===== src/rtl/conv_alarm_pkg.sv =====
package conv_alarm_pkg;
  // threshold selector codes; bit 1 picks the aux pair, bit 0 picks the low side
  typedef enum logic [1:0] {
    THR_CELL_HI = 2'd0,
    THR_CELL_LO = 2'd1,
    THR_AUX_HI  = 2'd2,
    THR_AUX_LO  = 2'd3
  } thr_sel_e;

  typedef enum logic [1:0] {
    CLS_CELL = 2'd0,
    CLS_AUX  = 2'd1,
    CLS_NONE = 2'd2
  } ch_class_e;
endpackage


===== src/rtl/thr_bank.sv =====
module thr_bank #(
  parameter int THR_W = 8
) (
  input  logic                  clk,
  input  logic                  rst_n,
  input  logic                  thr_we,
  input  logic [1:0]            thr_sel,
  input  logic [THR_W-1:0]      thr_wdata,
  output logic [3:0][THR_W-1:0] thr_q
);
  logic [THR_W-1:0] regs [4];

  for (genvar g = 0; g < 4; g++) begin : g_thr
    // even codes are the high thresholds and reset fully open
    localparam logic [THR_W-1:0] RST_VAL = (g % 2 == 0) ? {THR_W{1'b1}} : {THR_W{1'b0}};

    always_ff @(posedge clk or negedge rst_n) begin
      if (!rst_n)                             regs[g] <= RST_VAL;
      else if (thr_we && thr_sel == 2'(g))    regs[g] <= thr_wdata;
    end

    assign thr_q[g] = regs[g];


    other_sel_keep_chk: assert property (@(posedge clk) disable iff (!rst_n)
      (thr_we && thr_sel != 2'(g)) |=> $stable(regs[g]));
  end
endmodule


===== src/rtl/alarm_cmp.sv =====
module alarm_cmp
  import conv_alarm_pkg::*;
#(
  parameter int THR_W  = 8,
  parameter int ADDR_W = 4,
  parameter int CELLS  = 6,
  parameter int CHANS  = 12
) (
  input  logic [ADDR_W-1:0]     addr,
  input  logic [THR_W-1:0]      level,
  input  logic [3:0][THR_W-1:0] thr_q,
  output logic                  hit,
  output logic                  is_aux,
  output logic                  is_cell,
  output logic                  rise
);
  ch_class_e        cls;
  logic [THR_W-1:0] hi_lim, lo_lim;
  logic             over, under;

  always_comb begin
    if (addr < ADDR_W'(CELLS))      cls = CLS_CELL;
    else if (addr < ADDR_W'(CHANS)) cls = CLS_AUX;
    else                            cls = CLS_NONE;
  end

  assign is_aux  = (cls == CLS_AUX);
  assign is_cell = (cls == CLS_CELL);
  assign hi_lim  = is_aux ? thr_q[THR_AUX_HI] : thr_q[THR_CELL_HI];
  assign lo_lim  = is_aux ? thr_q[THR_AUX_LO] : thr_q[THR_CELL_LO];
  assign over    = (level >= hi_lim);
  assign under   = (level <= lo_lim);
  // high test wins, so one event at most per sample
  assign rise    = over;
  assign hit     = (cls != CLS_NONE) && (over || under);
endmodule


===== src/rtl/scan_track.sv =====
module scan_track #(
  parameter int DEV_W      = 3,
  parameter int POS_W      = 7,
  parameter int CH_PER_DEV = 12
) (
  input  logic             clk,
  input  logic             rst_n,
  input  logic             start,
  input  logic [DEV_W-1:0] dev_count,
  input  logic             accept,
  output logic             in_scan,
  output logic [POS_W-1:0] cur_pos,
  output logic             scan_done
);
  logic             active;
  logic [POS_W-1:0] pos, len_q, new_len;

  assign new_len = POS_W'((32'(dev_count) + 1) * CH_PER_DEV);
  assign in_scan = accept && (start || active);
  assign cur_pos = start ? '0 : pos;

  always_ff @(posedge clk or negedge rst_n) begin
    if (!rst_n) begin
      active    <= 1'b0;
      pos       <= '0;
      len_q     <= '0;
      scan_done <= 1'b0;
    end else begin
      scan_done <= 1'b0;
      if (start) begin
        len_q  <= new_len;
        active <= 1'b1;
        pos    <= accept ? POS_W'(1) : '0;
      end else if (accept && active) begin
        pos <= pos + 1'b1;
        if (pos == len_q - 1'b1) begin
          active    <= 1'b0;
          scan_done <= 1'b1;
        end
      end
    end
  end


  pos_range_chk: assert property (@(posedge clk) disable iff (!rst_n)
    active |-> (pos < len_q));

  done_pulse_chk: assert property (@(posedge clk) disable iff (!rst_n)
    scan_done |=> !scan_done);
endmodule


===== src/rtl/cell_accum.sv =====
module cell_accum #(
  parameter int DATA_W = 12,
  parameter int SUM_W  = 18
) (
  input  logic              clk,
  input  logic              rst_n,
  input  logic              clear,
  input  logic              add_en,
  input  logic [DATA_W-1:0] value,
  output logic [SUM_W-1:0]  sum
);
  logic [SUM_W-1:0] base, addend;

  assign base   = clear  ? '0 : sum;
  assign addend = add_en ? SUM_W'(value) : '0;

  always_ff @(posedge clk or negedge rst_n) begin
    if (!rst_n) sum <= '0;
    else        sum <= base + addend;
  end


  idle_hold_chk: assert property (@(posedge clk) disable iff (!rst_n)
    (!clear && !add_en) |=> $stable(sum));
endmodule


===== src/rtl/conv_alarm_monitor.sv =====
module conv_alarm_monitor #(
  parameter int DATA_W        = 12,
  parameter int THR_W         = 8,
  parameter int ADDR_W        = 4,
  parameter int CELLS_PER_DEV = 6,
  parameter int CH_PER_DEV    = 12,
  parameter int MAX_DEV       = 8,
  localparam int DEV_W        = $clog2(MAX_DEV),
  localparam int POS_W        = $clog2(MAX_DEV * CH_PER_DEV + 1),
  localparam int SUM_W        = DATA_W + $clog2(MAX_DEV * CELLS_PER_DEV)
) (
  input  logic              clk,
  input  logic              rst_n,
  input  logic              scan_start,
  input  logic [DEV_W-1:0]  dev_count,
  input  logic              in_valid,
  output logic              in_ready,
  input  logic [ADDR_W-1:0] in_addr,
  input  logic [DATA_W-1:0] in_data,
  input  logic              thr_we,
  input  logic [1:0]        thr_sel,
  input  logic [THR_W-1:0]  thr_wdata,
  output logic              ev_valid,
  input  logic              ev_ready,
  output logic              ev_aux,
  output logic              ev_rise,
  output logic [POS_W-1:0]  ev_pos,
  output logic [SUM_W-1:0]  sum_total,
  output logic              scan_done
);
  logic [3:0][THR_W-1:0] thr_q;
  logic                  accept, in_scan, hit, is_aux, is_cell, rise;
  logic [POS_W-1:0]      cur_pos;

  assign in_ready = !ev_valid || ev_ready;
  assign accept   = in_valid && in_ready;

  thr_bank #(.THR_W(THR_W)) thr_i (
    .clk(clk), .rst_n(rst_n), .thr_we(thr_we), .thr_sel(thr_sel),
    .thr_wdata(thr_wdata), .thr_q(thr_q)
  );

  alarm_cmp #(.THR_W(THR_W), .ADDR_W(ADDR_W), .CELLS(CELLS_PER_DEV), .CHANS(CH_PER_DEV)) cmp_i (
    .addr(in_addr), .level(in_data[DATA_W-1 -: THR_W]), .thr_q(thr_q),
    .hit(hit), .is_aux(is_aux), .is_cell(is_cell), .rise(rise)
  );

  scan_track #(.DEV_W(DEV_W), .POS_W(POS_W), .CH_PER_DEV(CH_PER_DEV)) trk_i (
    .clk(clk), .rst_n(rst_n), .start(scan_start), .dev_count(dev_count),
    .accept(accept), .in_scan(in_scan), .cur_pos(cur_pos), .scan_done(scan_done)
  );

  cell_accum #(.DATA_W(DATA_W), .SUM_W(SUM_W)) acc_i (
    .clk(clk), .rst_n(rst_n), .clear(scan_start), .add_en(in_scan && is_cell),
    .value(in_data), .sum(sum_total)
  );

  always_ff @(posedge clk or negedge rst_n) begin
    if (!rst_n) begin
      ev_valid <= 1'b0;
      ev_aux   <= 1'b0;
      ev_rise  <= 1'b0;
      ev_pos   <= '0;
    end else if (accept) begin
      ev_valid <= in_scan && hit;
      ev_aux   <= is_aux;
      ev_rise  <= rise;
      ev_pos   <= cur_pos;
    end else if (ev_ready) begin
      ev_valid <= 1'b0;
    end
  end


  ev_hold_chk: assert property (@(posedge clk) disable iff (!rst_n)
    (ev_valid && !ev_ready) |=> (ev_valid && $stable(ev_pos) && $stable(ev_aux) && $stable(ev_rise)));

  aux_nosum_chk: assert property (@(posedge clk) disable iff (!rst_n)
    (accept && !scan_start && in_addr >= ADDR_W'(CELLS_PER_DEV)) |=> $stable(sum_total));
endmodule


===== config.mk =====
export PLATFORM = sky130hd
export DESIGN_NAME = conv_alarm_monitor
export DESIGN_NICKNAME = d
export VERILOG_FILES = /design/src/rtl/conv_alarm_pkg.sv /design/src/rtl/thr_bank.sv /design/src/rtl/alarm_cmp.sv /design/src/rtl/scan_track.sv /design/src/rtl/cell_accum.sv /design/src/rtl/conv_alarm_monitor.sv
export SDC_FILE = /design/constraint.sdc
export NUM_CORES = 1
export LEC_CHECK = 0
export ABC_AREA = 0
export BUFFER_PORTS_ARGS = -buffer_cell sky130_fd_sc_hd__buf_2
export CORE_MARGIN = 3
export CORE_UTILIZATION = 52
export DETAILED_ROUTE_END_ITERATION = 8
export PLACE_DENSITY_LB_ADDON = 0.08
export SKIP_CTS_REPAIR_TIMING = 1
export SLEW_MARGIN = 25
export SYNTH_ARGS = -nofsm -noshare
export SYNTH_HDL_FRONTEND = slang
export SYNTH_HIERARCHICAL = 1
export SYNTH_SLANG_ARGS = --single-unit

===== constraint.sdc =====
create_clock -name clk -period 3.25 [get_ports clk]
set_clock_uncertainty 0.05 [all_clocks]
set_input_delay 0.1625 -clock clk [delete_from_list [all_inputs] [get_ports clk]]
set_output_delay 0.1625 -clock clk [all_outputs]
set_load 0.005 [all_outputs]

==> metrics, run 1 <==
dpl ws 0.150 ns; row cnt 33; worst-path fanout max 4; combinational share of power 23.5%; CTS H-tree depth 3; commonest non-fill, non-tap cell in the layout buf_2; worst hold path type input pin to flip-flop; Reg power frac 45.0%; Hold Crit Depth 2; total gr overflow 0; CTS Buf Count 9; # diodes 0; Final Hold Fails 0; Die Wd 99.7 microns; Fin Setup TNS 0 ns; initial antenna violation count 0; vias in the first global route 3427; pin count of the biggest net entering global routing 29; core area 8380 sq um; Initial Util 54.4%; # clock sinks 74; # IOs 65; via density per instance 5.59; WL/cell 15.9 microns; Hold WS 0.0377 ns; remaining routing DRC violations 0; Final HPWL DP 7.11 mm; Slew Limit Fails 0; die area 9930 sq um; CP Class flip-flop to flip-flop; Worst Reg-to-Reg Cells 15; leak pwr 2.60 nW; Mapped Nets 481; Clock Power Share 31.5%; routability-driven placement congestion ratio 0.810; Slew @ Worst Pin 0.639 ns; Internal 1.83 mW; maxcap violations 0; RSZ-0062 raised after global routing no; CTS Buffer Depth 2; Final Cycle Share 92.2%; share of cells above drive strength 1 34.3%; Power Density 481 nW/um^2; Worst-path clk slew 0.08 ns; post-route minimum period 3.00 ns; port bufs 63; drt first pass iters 4; Fillers 690; worst setup margin 0.253 ns; CP endpoint kind flip-flop; clock root buffer master clkbuf_8; Routed Wire Length 9.51 mm; sequential element share of the synthesized area 41.0%; Synth Instances 410; Die Span Y 99.7 microns; Net Sw Frac 28.1%; Via Count 3354; critical path arrival 3.22 ns; Total GRT Usage 20.3%; Finish-stage setup viols 0; CTS tree built; crit path launch type flip-flop; critical-path cell list nand2b_4 > nand2_4 > inv_1 > nor2b_2 > and2_1 > and2_1 > ha_1 > inv_1 > fa_1 > nand2b_1 > a21oi_1 > a211oi_2 > a41o_1 > or3_1 > a21oi_1; Synth Register Bits 74; Slew headroom 57.4%; commonest non-fill, non-tap cells in the layout 63 x buf_2, 58 x dfrtp_1, 35 x mux2_2; outcome complete, no violations; slowest cell delay on critical path 0.41 ns; first-pass GRT wire length 16.0 mm; worst vdd ir 0.248 mV; highest clock rate 0.334 GHz; Synth Cell Area 4560 sq um; DR iter-0 viols 81; Mean Syn Cell Area 11.1 sq um; number of synthesis warnings 6; clock latency at the later pin of the worst-skew pair 0.34 ns; switching power 714 uW; Syn-to-layout area delta 16.1%; slowest stage cell, crit path dfrtp_1; Synth cell types 60; Layout Nets 561; Final ANT Viol Nets 0; Data required, critical path 3.47 ns
## layout make-up
type / instances / area [sq um] / share of cell area [%]
Clock buffer: 12 / 178 / 3.35
Inverter: 18 / 67.6 / 1.28
Tap cell: 105 / 131 / 2.48
Multi-Input combinational cell: 311 / 2570 / 48.6
Sequential cell: 74 / 1870 / 35.3
Timing Repair Buffer: 76 / 418 / 7.89
Clock inverter: 4 / 55.1 / 1.04
## path summary, 6_finish.rpt
path | endpoint | slack, ns | from
worst min register to register | acc_i/sum[16] | 0.46 | acc_i/sum[16]
max in group asynchronous | thr_i/thr_q[4] | 1.99 | rst_n
worst max register to register | acc_i/sum[14] | 0.25 | ev_valid
worst min-delay path | thr_i/thr_q[21] | 0.04 | thr_wdata[5]
worst max-delay path | acc_i/sum[14] | 0.25 | ev_valid
min in group asynchronous | acc_i/sum[17] | 0.32 | rst_n
## synthesized netlist by cell type, drive strengths merged
master	count	share of area, %
nand4	5	0.69
or3	3	0.41
inv	18	1.5
xnor2	14	2.7
a21boi	2	0.33
a211o	1	0.19
dfstp	16	9.2
and4b	1	0.22
a41o	2	0.44
clkbuf	4	0.33
nand3b	2	0.49
a31o	1	0.19
fa	2	0.88
nand3	13	1.8
a21o	5	0.82
a21oi	24	2.6
a311o	1	0.22
or4b	1	0.22
nor2	19	1.6
nor4	2	0.27
o311ai	1	0.19
nor3	5	0.66
mux2	45	12
o21ai	10	1.1
nor2b	25	3.5
nand2	22	2.0
and2	12	1.6
nand4bb	1	0.25
dfrtp	58	32
mux2i	15	3.6
a211oi	3	0.71
xor2	8	1.5
ha	34	9.3
nand2b	7	1.3
o221ai	1	0.19
o211a	2	0.44
nor3b	2	0.58
o31ai	3	0.60
o221a	1	0.25
a31oi	5	0.82
o31a	1	0.19
o22ai	1	0.14
o211ai	5	1.0
buf	3	0.74
and3	4	0.55
## sequential cells by signal, summed over array words and instances (netlist names)
name,flops
ev_rise,1
acc_i/sum,18
ev_valid,1
trk_i/scan_done,1
trk_i/active,1
ev_pos,7
trk_i/len_q,5
trk_i/pos,7
ev_aux,1
thr_i/thr_q,32
## logic make-up after synthesis
kind of cell               after synthesis  share of synthesized area [%]
AOI/OAI and AO/OA                       69                           10.5
and+or+nand+nor                        124                           16.0
xor gates and xnor gates                22                           4.23
muxes                                   60                           15.4
DFF                                     74                           41.0
buffers and inverters                   25                           2.55
adders and majority gates               36                           10.2
## per-layer routing
metal | up-vias | track usage (%) | wire [microns]
met3 | 10 | 4.00 | 391
li1 | 1636 | - | -
met2 | 67 | 33.3 | 4610
met4 | 0 | 7.98 | 104
met5 | - | 0 | 0
met1 | 1641 | 26.5 | 4410
## worst max-delay path, delay by kind of cell, from the launching register on
| family | cells | cell delay, ns |
|---|---|---|
| buffers and inverters | 2 | 0.11 |
| AND/OR/NAND/NOR | 7 | 1.12 |
| AO/OA/AOI/OAI | 4 | 0.68 |
| adder cells (fa/ha/maj) | 2 | 0.55 |
| flip-flops | 1 | 0.41 |
## power by group through the flow
stage          logic, mW  registers, mW  clock network (mW)
2_1_floorplan      0.414           1.15                   0
3_3_place_gp       0.577           1.16                   0
3_5_place_dp       0.596           1.16                   0
4_1_cts            0.599           1.15               0.832
5_1_grt            0.668           1.17               0.866
6_report           0.597           1.15               0.803
## metrics by stage
stage | cell area (sq um) | std cells | power [mW] | util (%)
floorplan | 4560 | 410 | 1.56 | -
global placement | 5030 | 580 | 1.73 | 60.0
detailed placement | 5030 | 580 | 1.76 | 60.0
CTS | 5260 | 596 | 2.58 | 62.7
global route | 5300 | 600 | 2.70 | 63.2
finish | 5300 | 600 | 2.55 | 63.2
Power figures use the tool's default switching activity.
==> inputs of run 2 (changes only) <==
==> constraint.sdc (replaced) <==
create_clock -name clk -period 3.25 [get_ports clk]
set_clock_uncertainty 0.05 [all_clocks]
set_input_delay 0.4875 -clock clk [delete_from_list [all_inputs] [get_ports clk]]
set_output_delay 0.4875 -clock clk [all_outputs]
set_load 0.005 [all_outputs]
==> metrics, run 2 (synthesis results as in run 1) <==
# diodes 0 (unchanged); Final ANT Viol Nets 0 (unchanged); Slew headroom 48.3% (was 57.4%); critical path arrival 3.17 ns (was 3.22 ns); commonest non-fill, non-tap cell in the layout buf_2 (unchanged); Die Span Y 99.7 microns (unchanged); worst hold path type input pin to async pin (was input pin to flip-flop); vias in the first global route 3308 (was 3427); Final HPWL DP 7.07 mm (was 7.11 mm); Seq. cell area 1870 sq um (unchanged); commonest non-fill, non-tap cells in the layout 63 x buf_2, 58 x dfrtp_1, 35 x mux2_2 (unchanged); Final Hold Fails 0 (unchanged); post-route minimum period 2.95 ns (was 3.00 ns); drt first pass iters 4 (unchanged); CTS Buf Count 9 (unchanged); CTS tree built (unchanged); Slew Limit Fails 0 (unchanged); Initial Util 54.4% (unchanged); CP endpoint kind flip-flop (unchanged); clock latency at the later pin of the worst-skew pair 0.34 ns (about the same); Final Cycle Share 90.8% (was 92.2%); CTS H-tree depth 3 (unchanged); DR iter-0 viols 94 (was 81); pin count of the biggest net entering global routing 43 (was 29); Worst-path clk slew 0.08 ns (about the same); Total GRT Usage 19.6% (was 20.3%); worst-path fanout max 4 (unchanged); worst vdd ir 0.254 mV (was 0.248 mV); Multi-input gate area 2570 sq um (about the same); Slew @ Worst Pin 0.775 ns (was 0.639 ns); # IOs 65 (unchanged); share of cells above drive strength 1 34.6% (was 34.3%); dpl ws 0.0856 ns (was 0.150 ns); # clock sinks 74 (unchanged); core area 8380 sq um (unchanged); maxcap violations 0 (unchanged); row cnt 33 (unchanged); RSZ-0062 raised after global routing no (unchanged); Finish-stage setup viols 0 (unchanged); Fin Setup TNS 0 ns (unchanged); initial antenna violation count 0 (unchanged); die area 9930 sq um (unchanged); crit path launch type flip-flop (unchanged); Power Density 476 nW/um^2 (was 481 nW/um^2); worst setup margin 0.300 ns (was 0.253 ns); routability-driven placement congestion ratio 0.818 (was 0.810); max reg flops 32 (unchanged); via density per instance 5.51 (was 5.59); total gr overflow 0 (unchanged); leak pwr 2.60 nW (about the same); clock root buffer master clkbuf_8 (unchanged); first-pass GRT wire length 15.7 mm (was 16.0 mm); Routed Wire Length 9.52 mm (was 9.51 mm); Die Wd 99.7 microns (unchanged); CP Class flip-flop to flip-flop (unchanged); Layout Nets 560 (was 561); CTS Buffer Depth 2 (unchanged); Fillers 702 (was 690); Via Count 3301 (was 3354); remaining routing DRC violations 0 (unchanged); Data required, critical path 3.47 ns (about the same); highest clock rate 0.339 GHz (was 0.334 GHz); reg-to-reg setup timing slack 0.30 ns (was 0.25 ns); outcome complete, no violations (unchanged); port bufs 63 (unchanged); Syn-to-layout area delta 15.8% (was 16.1%); WL/cell 15.9 microns (about the same)
[run 2: changes by cell type in the layout (fill, tap and decap cells not counted), sizes merged]
cell         delta
dlygate4sd3     -2
clkinv          +2
inv             +1
buf             +1
clkbuf          -2
clkinvlp        -1
[run 2: path summary, 6_finish.rpt]
path                               start              to  cells after the start
setup reg to reg                ev_valid   acc_i/sum[14]                     15
min in group clk            dev_count[0]  trk_i/len_q[2]                      2
max in group asynchronous          rst_n  thr_i/thr_q[1]                      2
hold / removal                     rst_n   acc_i/sum[12]                      1
hold reg to reg            acc_i/sum[16]   acc_i/sum[16]                      1
setup / recovery                ev_valid   acc_i/sum[14]                     15
[run 2: cell type report]
class                           count  area share, %
Clock inverter                      6           1.33
Sequential cell                    74           35.5
Multi-Input combinational cell    311           48.7
Tap cell                          105           2.49
Clock buffer                       10           2.82
Timing Repair Buffer               75           7.91
Inverter                           18           1.28
[run 2: metrics by stage]
stage          instances  power [mW]  hold slack [ns]  utilization [%]  instance area [sq um]
6_report             599        2.51            0.167             63.0                   5280
5_1_grt              599        2.67            0.206             63.0                   5280
4_1_cts              599        2.55            0.175             63.0                   5280
3_5_place_dp         583        1.76            0.440             60.4                   5060
3_3_place_gp         583        1.74            0.432             60.4                   5060
2_1_floorplan        410        1.56            0.142                -                   4560
[run 2: critical path: stages, from the launching register on]
cell      delay (ns)
dfrtp_1         0.41
nand2b_4        0.10
nand2_4         0.05
inv_1           0.06
nor2b_1         0.15
and2_1          0.17
and2_1          0.14
ha_1            0.17
inv_1           0.06
fa_1            0.38
nand2b_1        0.18
a21oi_1         0.18
a211oi_2        0.10
a41o_1          0.26
or3_1           0.30
a21oi_1         0.14
[run 2: layer usage]
layer | track usage, % | up-vias | part of all wire (%)
met5 | 0 | - | 0
met4 | 5.99 | 0 | 0.91
met3 | 3.93 | 6 | 4.0
met2 | 31.9 | 60 | 49
met1 | 26.5 | 1609 | 46
li1 | - | 1626 | -
[run 2: where the power goes]
part	internal (mW)	leakage, nW	switching [mW]
logic	0.308	1.58	0.290
registers	1.07	0.911	0.0732
clock network	0.408	0.112	0.361
total	1.79	2.60	0.724
==> inputs of run 3 (changes only) <==
--- a/config.mk
+++ b/config.mk
@@ -7,8 +7,10 @@
 export LEC_CHECK = 0
 export ABC_AREA = 0
 export BUFFER_PORTS_ARGS = -buffer_cell sky130_fd_sc_hd__buf_2
+export CELL_PAD_IN_SITES_DETAIL_PLACEMENT = 0
+export CELL_PAD_IN_SITES_GLOBAL_PLACEMENT = 1
 export CORE_MARGIN = 3
-export CORE_UTILIZATION = 52
+export CORE_UTILIZATION = 41
 export DETAILED_ROUTE_END_ITERATION = 8
 export PLACE_DENSITY_LB_ADDON = 0.08
 export SKIP_CTS_REPAIR_TIMING = 1
==> metrics, run 3 (synthesis results as in run 1) <==
Fin Setup TNS 0 ns (unchanged); Via Count 3307 (was 3301); # IOs 65 (unchanged); CP endpoint kind flip-flop (unchanged); Cell Count, Final, Fillers Out 632 (was 599); Syn-to-layout area delta 16.8% (was 15.8%); routability-driven placement congestion ratio 0.793 (was 0.818); Slew @ Worst Pin 0.711 ns (was 0.775 ns); CTS Buf Count 9 (unchanged); Total GRT Usage 16.1% (was 19.6%); critical path startpoint ev_valid (unchanged); drt first pass iters 4 (unchanged); Final HPWL DP 7.33 mm (was 7.07 mm); clock latency at the later pin of the worst-skew pair 0.35 ns (was 0.34 ns); WL/cell 15.6 microns (was 15.9 microns); Final Hold Fails 0 (unchanged); Final ANT Viol Nets 0 (unchanged); CP Class flip-flop to flip-flop (unchanged); # clock sinks 74 (unchanged); Slew headroom 52.6% (was 48.3%); port bufs 63 (unchanged); RSZ-0062 raised after global routing no (unchanged); Layout Nets 562 (was 560); highest clock rate 0.340 GHz (was 0.339 GHz); DR iter-0 viols 144 (was 94); post-route minimum period 2.94 ns (was 2.95 ns); max reg flops 32 (unchanged); outcome complete, no violations (unchanged); Worst-path clk slew 0.08 ns (about the same); Power Density 476 nW/um^2 (about the same); Routed Wire Length 9.87 mm (was 9.52 mm); # diodes 0 (unchanged); commonest non-fill, non-tap cells in the layout 62 x buf_2, 58 x dfrtp_1, 35 x mux2_2 (was 63 x buf_2, 58 x dfrtp_1, 35 x mux2_2); worst reg2reg startpoint ev_valid (unchanged); Data required, critical path 3.48 ns (was 3.47 ns); commonest non-fill, non-tap cell in the layout buf_2 (unchanged); core area 10600 sq um (was 8380 sq um); via density per instance 5.23 (was 5.51); Initial Util 43.2% (was 54.4%); row cnt 37 (was 33); CTS H-tree depth 3 (unchanged); Slew Limit Fails 0 (unchanged); die area 12400 sq um (was 9930 sq um); total gr overflow 0 (unchanged); crit path launch type flip-flop (unchanged); worst hold path type input pin to async pin (unchanged); placed insts 616 (was 583); Die Span Y 111 microns (was 99.7 microns); clock root buffer master clkbuf_8 (unchanged); pin count of the biggest net entering global routing 75 (was 43); Final Cycle Share 90.5% (was 90.8%); maxcap violations 0 (unchanged); Die Wd 111 microns (was 99.7 microns); first-pass GRT wire length 16.4 mm (was 15.7 mm); remaining routing DRC violations 0 (unchanged); critical path arrival 3.17 ns (about the same); worst-path fanout max 3 (was 4); Finish-stage setup viols 0 (unchanged); initial antenna violation count 1 (was 0); CTS Buffer Depth 2 (unchanged); leak pwr 2.60 nW (about the same); share of cells above drive strength 1 34.7% (was 34.6%); CTS tree built (unchanged); vias in the first global route 3385 (was 3308); worst vdd ir 0.294 mV (was 0.254 mV)
-- run 3: changes by cell type in the layout (fill, tap and decap cells not counted) --
cell	previous run	this run
clkbuf_16	1	0
clkinvlp_4	0	1
buf_2	63	62
bufinv_16	1	2
buf_4	11	14
inv_6	2	1
buf_12	1	0
clkbuf_1	0	1
buf_6	0	1
clkinv_4	2	1
-- run 3: critical path, stage by stage, from the launching register on --
cell	delay, ns
dfrtp_1	0.41
nand2b_4	0.10
nand2_4	0.05
inv_1	0.06
nor2b_1	0.17
and2_1	0.19
and2_1	0.14
ha_1	0.16
inv_1	0.05
fa_1	0.37
nand2b_1	0.18
a21oi_1	0.16
a211oi_2	0.08
a41o_1	0.26
or3_1	0.30
a21oi_1	0.14
-- run 3: metal layers --
metal	track usage, %	up-vias	part of all wire (%)
met4	5.52	2	1.5
met1	21.8	1611	48
met2	26.1	39	48
li1	-	1641	-
met3	2.72	14	2.5
met5	0	-	0.081
-- run 3: per-stage QoR --
| step | hold slack, ns | cell area (sq um) | setup WS, ns | util [%] | power [mW] |
|---|---|---|---|---|---|
| floorplan | 0.142 | 4560 | 0.0586 | - | 1.56 |
| global placement | 0.436 | 5100 | 0.0869 | 48.4 | 1.75 |
| detailed placement | 0.437 | 5100 | 0.0536 | 48.4 | 1.77 |
| CTS | 0.269 | 5320 | 0.243 | 50.4 | 2.58 |
| global route | 0.158 | 5330 | 0.0485 | 50.5 | 2.69 |
| finish | 0.0755 | 5330 | 0.310 | 50.5 | 2.54 |
-- run 3: worst paths after layout --
path,end,slack (ns),cells past startpoint
max in group asynchronous,acc_i/sum[10],2.55,1
worst min register to register,thr_i/thr_q[24],0.46,1
min in group clk,trk_i/len_q[2],0.33,2
worst max-delay path,acc_i/sum[14],0.31,15
worst min-delay path,acc_i/sum[12],0.08,1
worst max register to register,acc_i/sum[14],0.31,15
-- run 3: final cells by class --
type                            instances  area, sq um
Sequential cell                        74         1870
Timing Repair Buffer                   77          427
Clock inverter                          6         90.1
Inverter                               18         67.6
Clock buffer                           10          128
Multi-Input combinational cell        311         2570
Tap cell                              136          170
Fill cell                             975         5230
-- run 3: power breakdown --
group / total [mW] / internal (mW) / switching, mW
logic: 0.597 / 0.306 / 0.291
clock network: 0.795 / 0.435 / 0.360
registers: 1.14 / 1.07 / 0.0712
total: 2.54 / 1.81 / 0.721
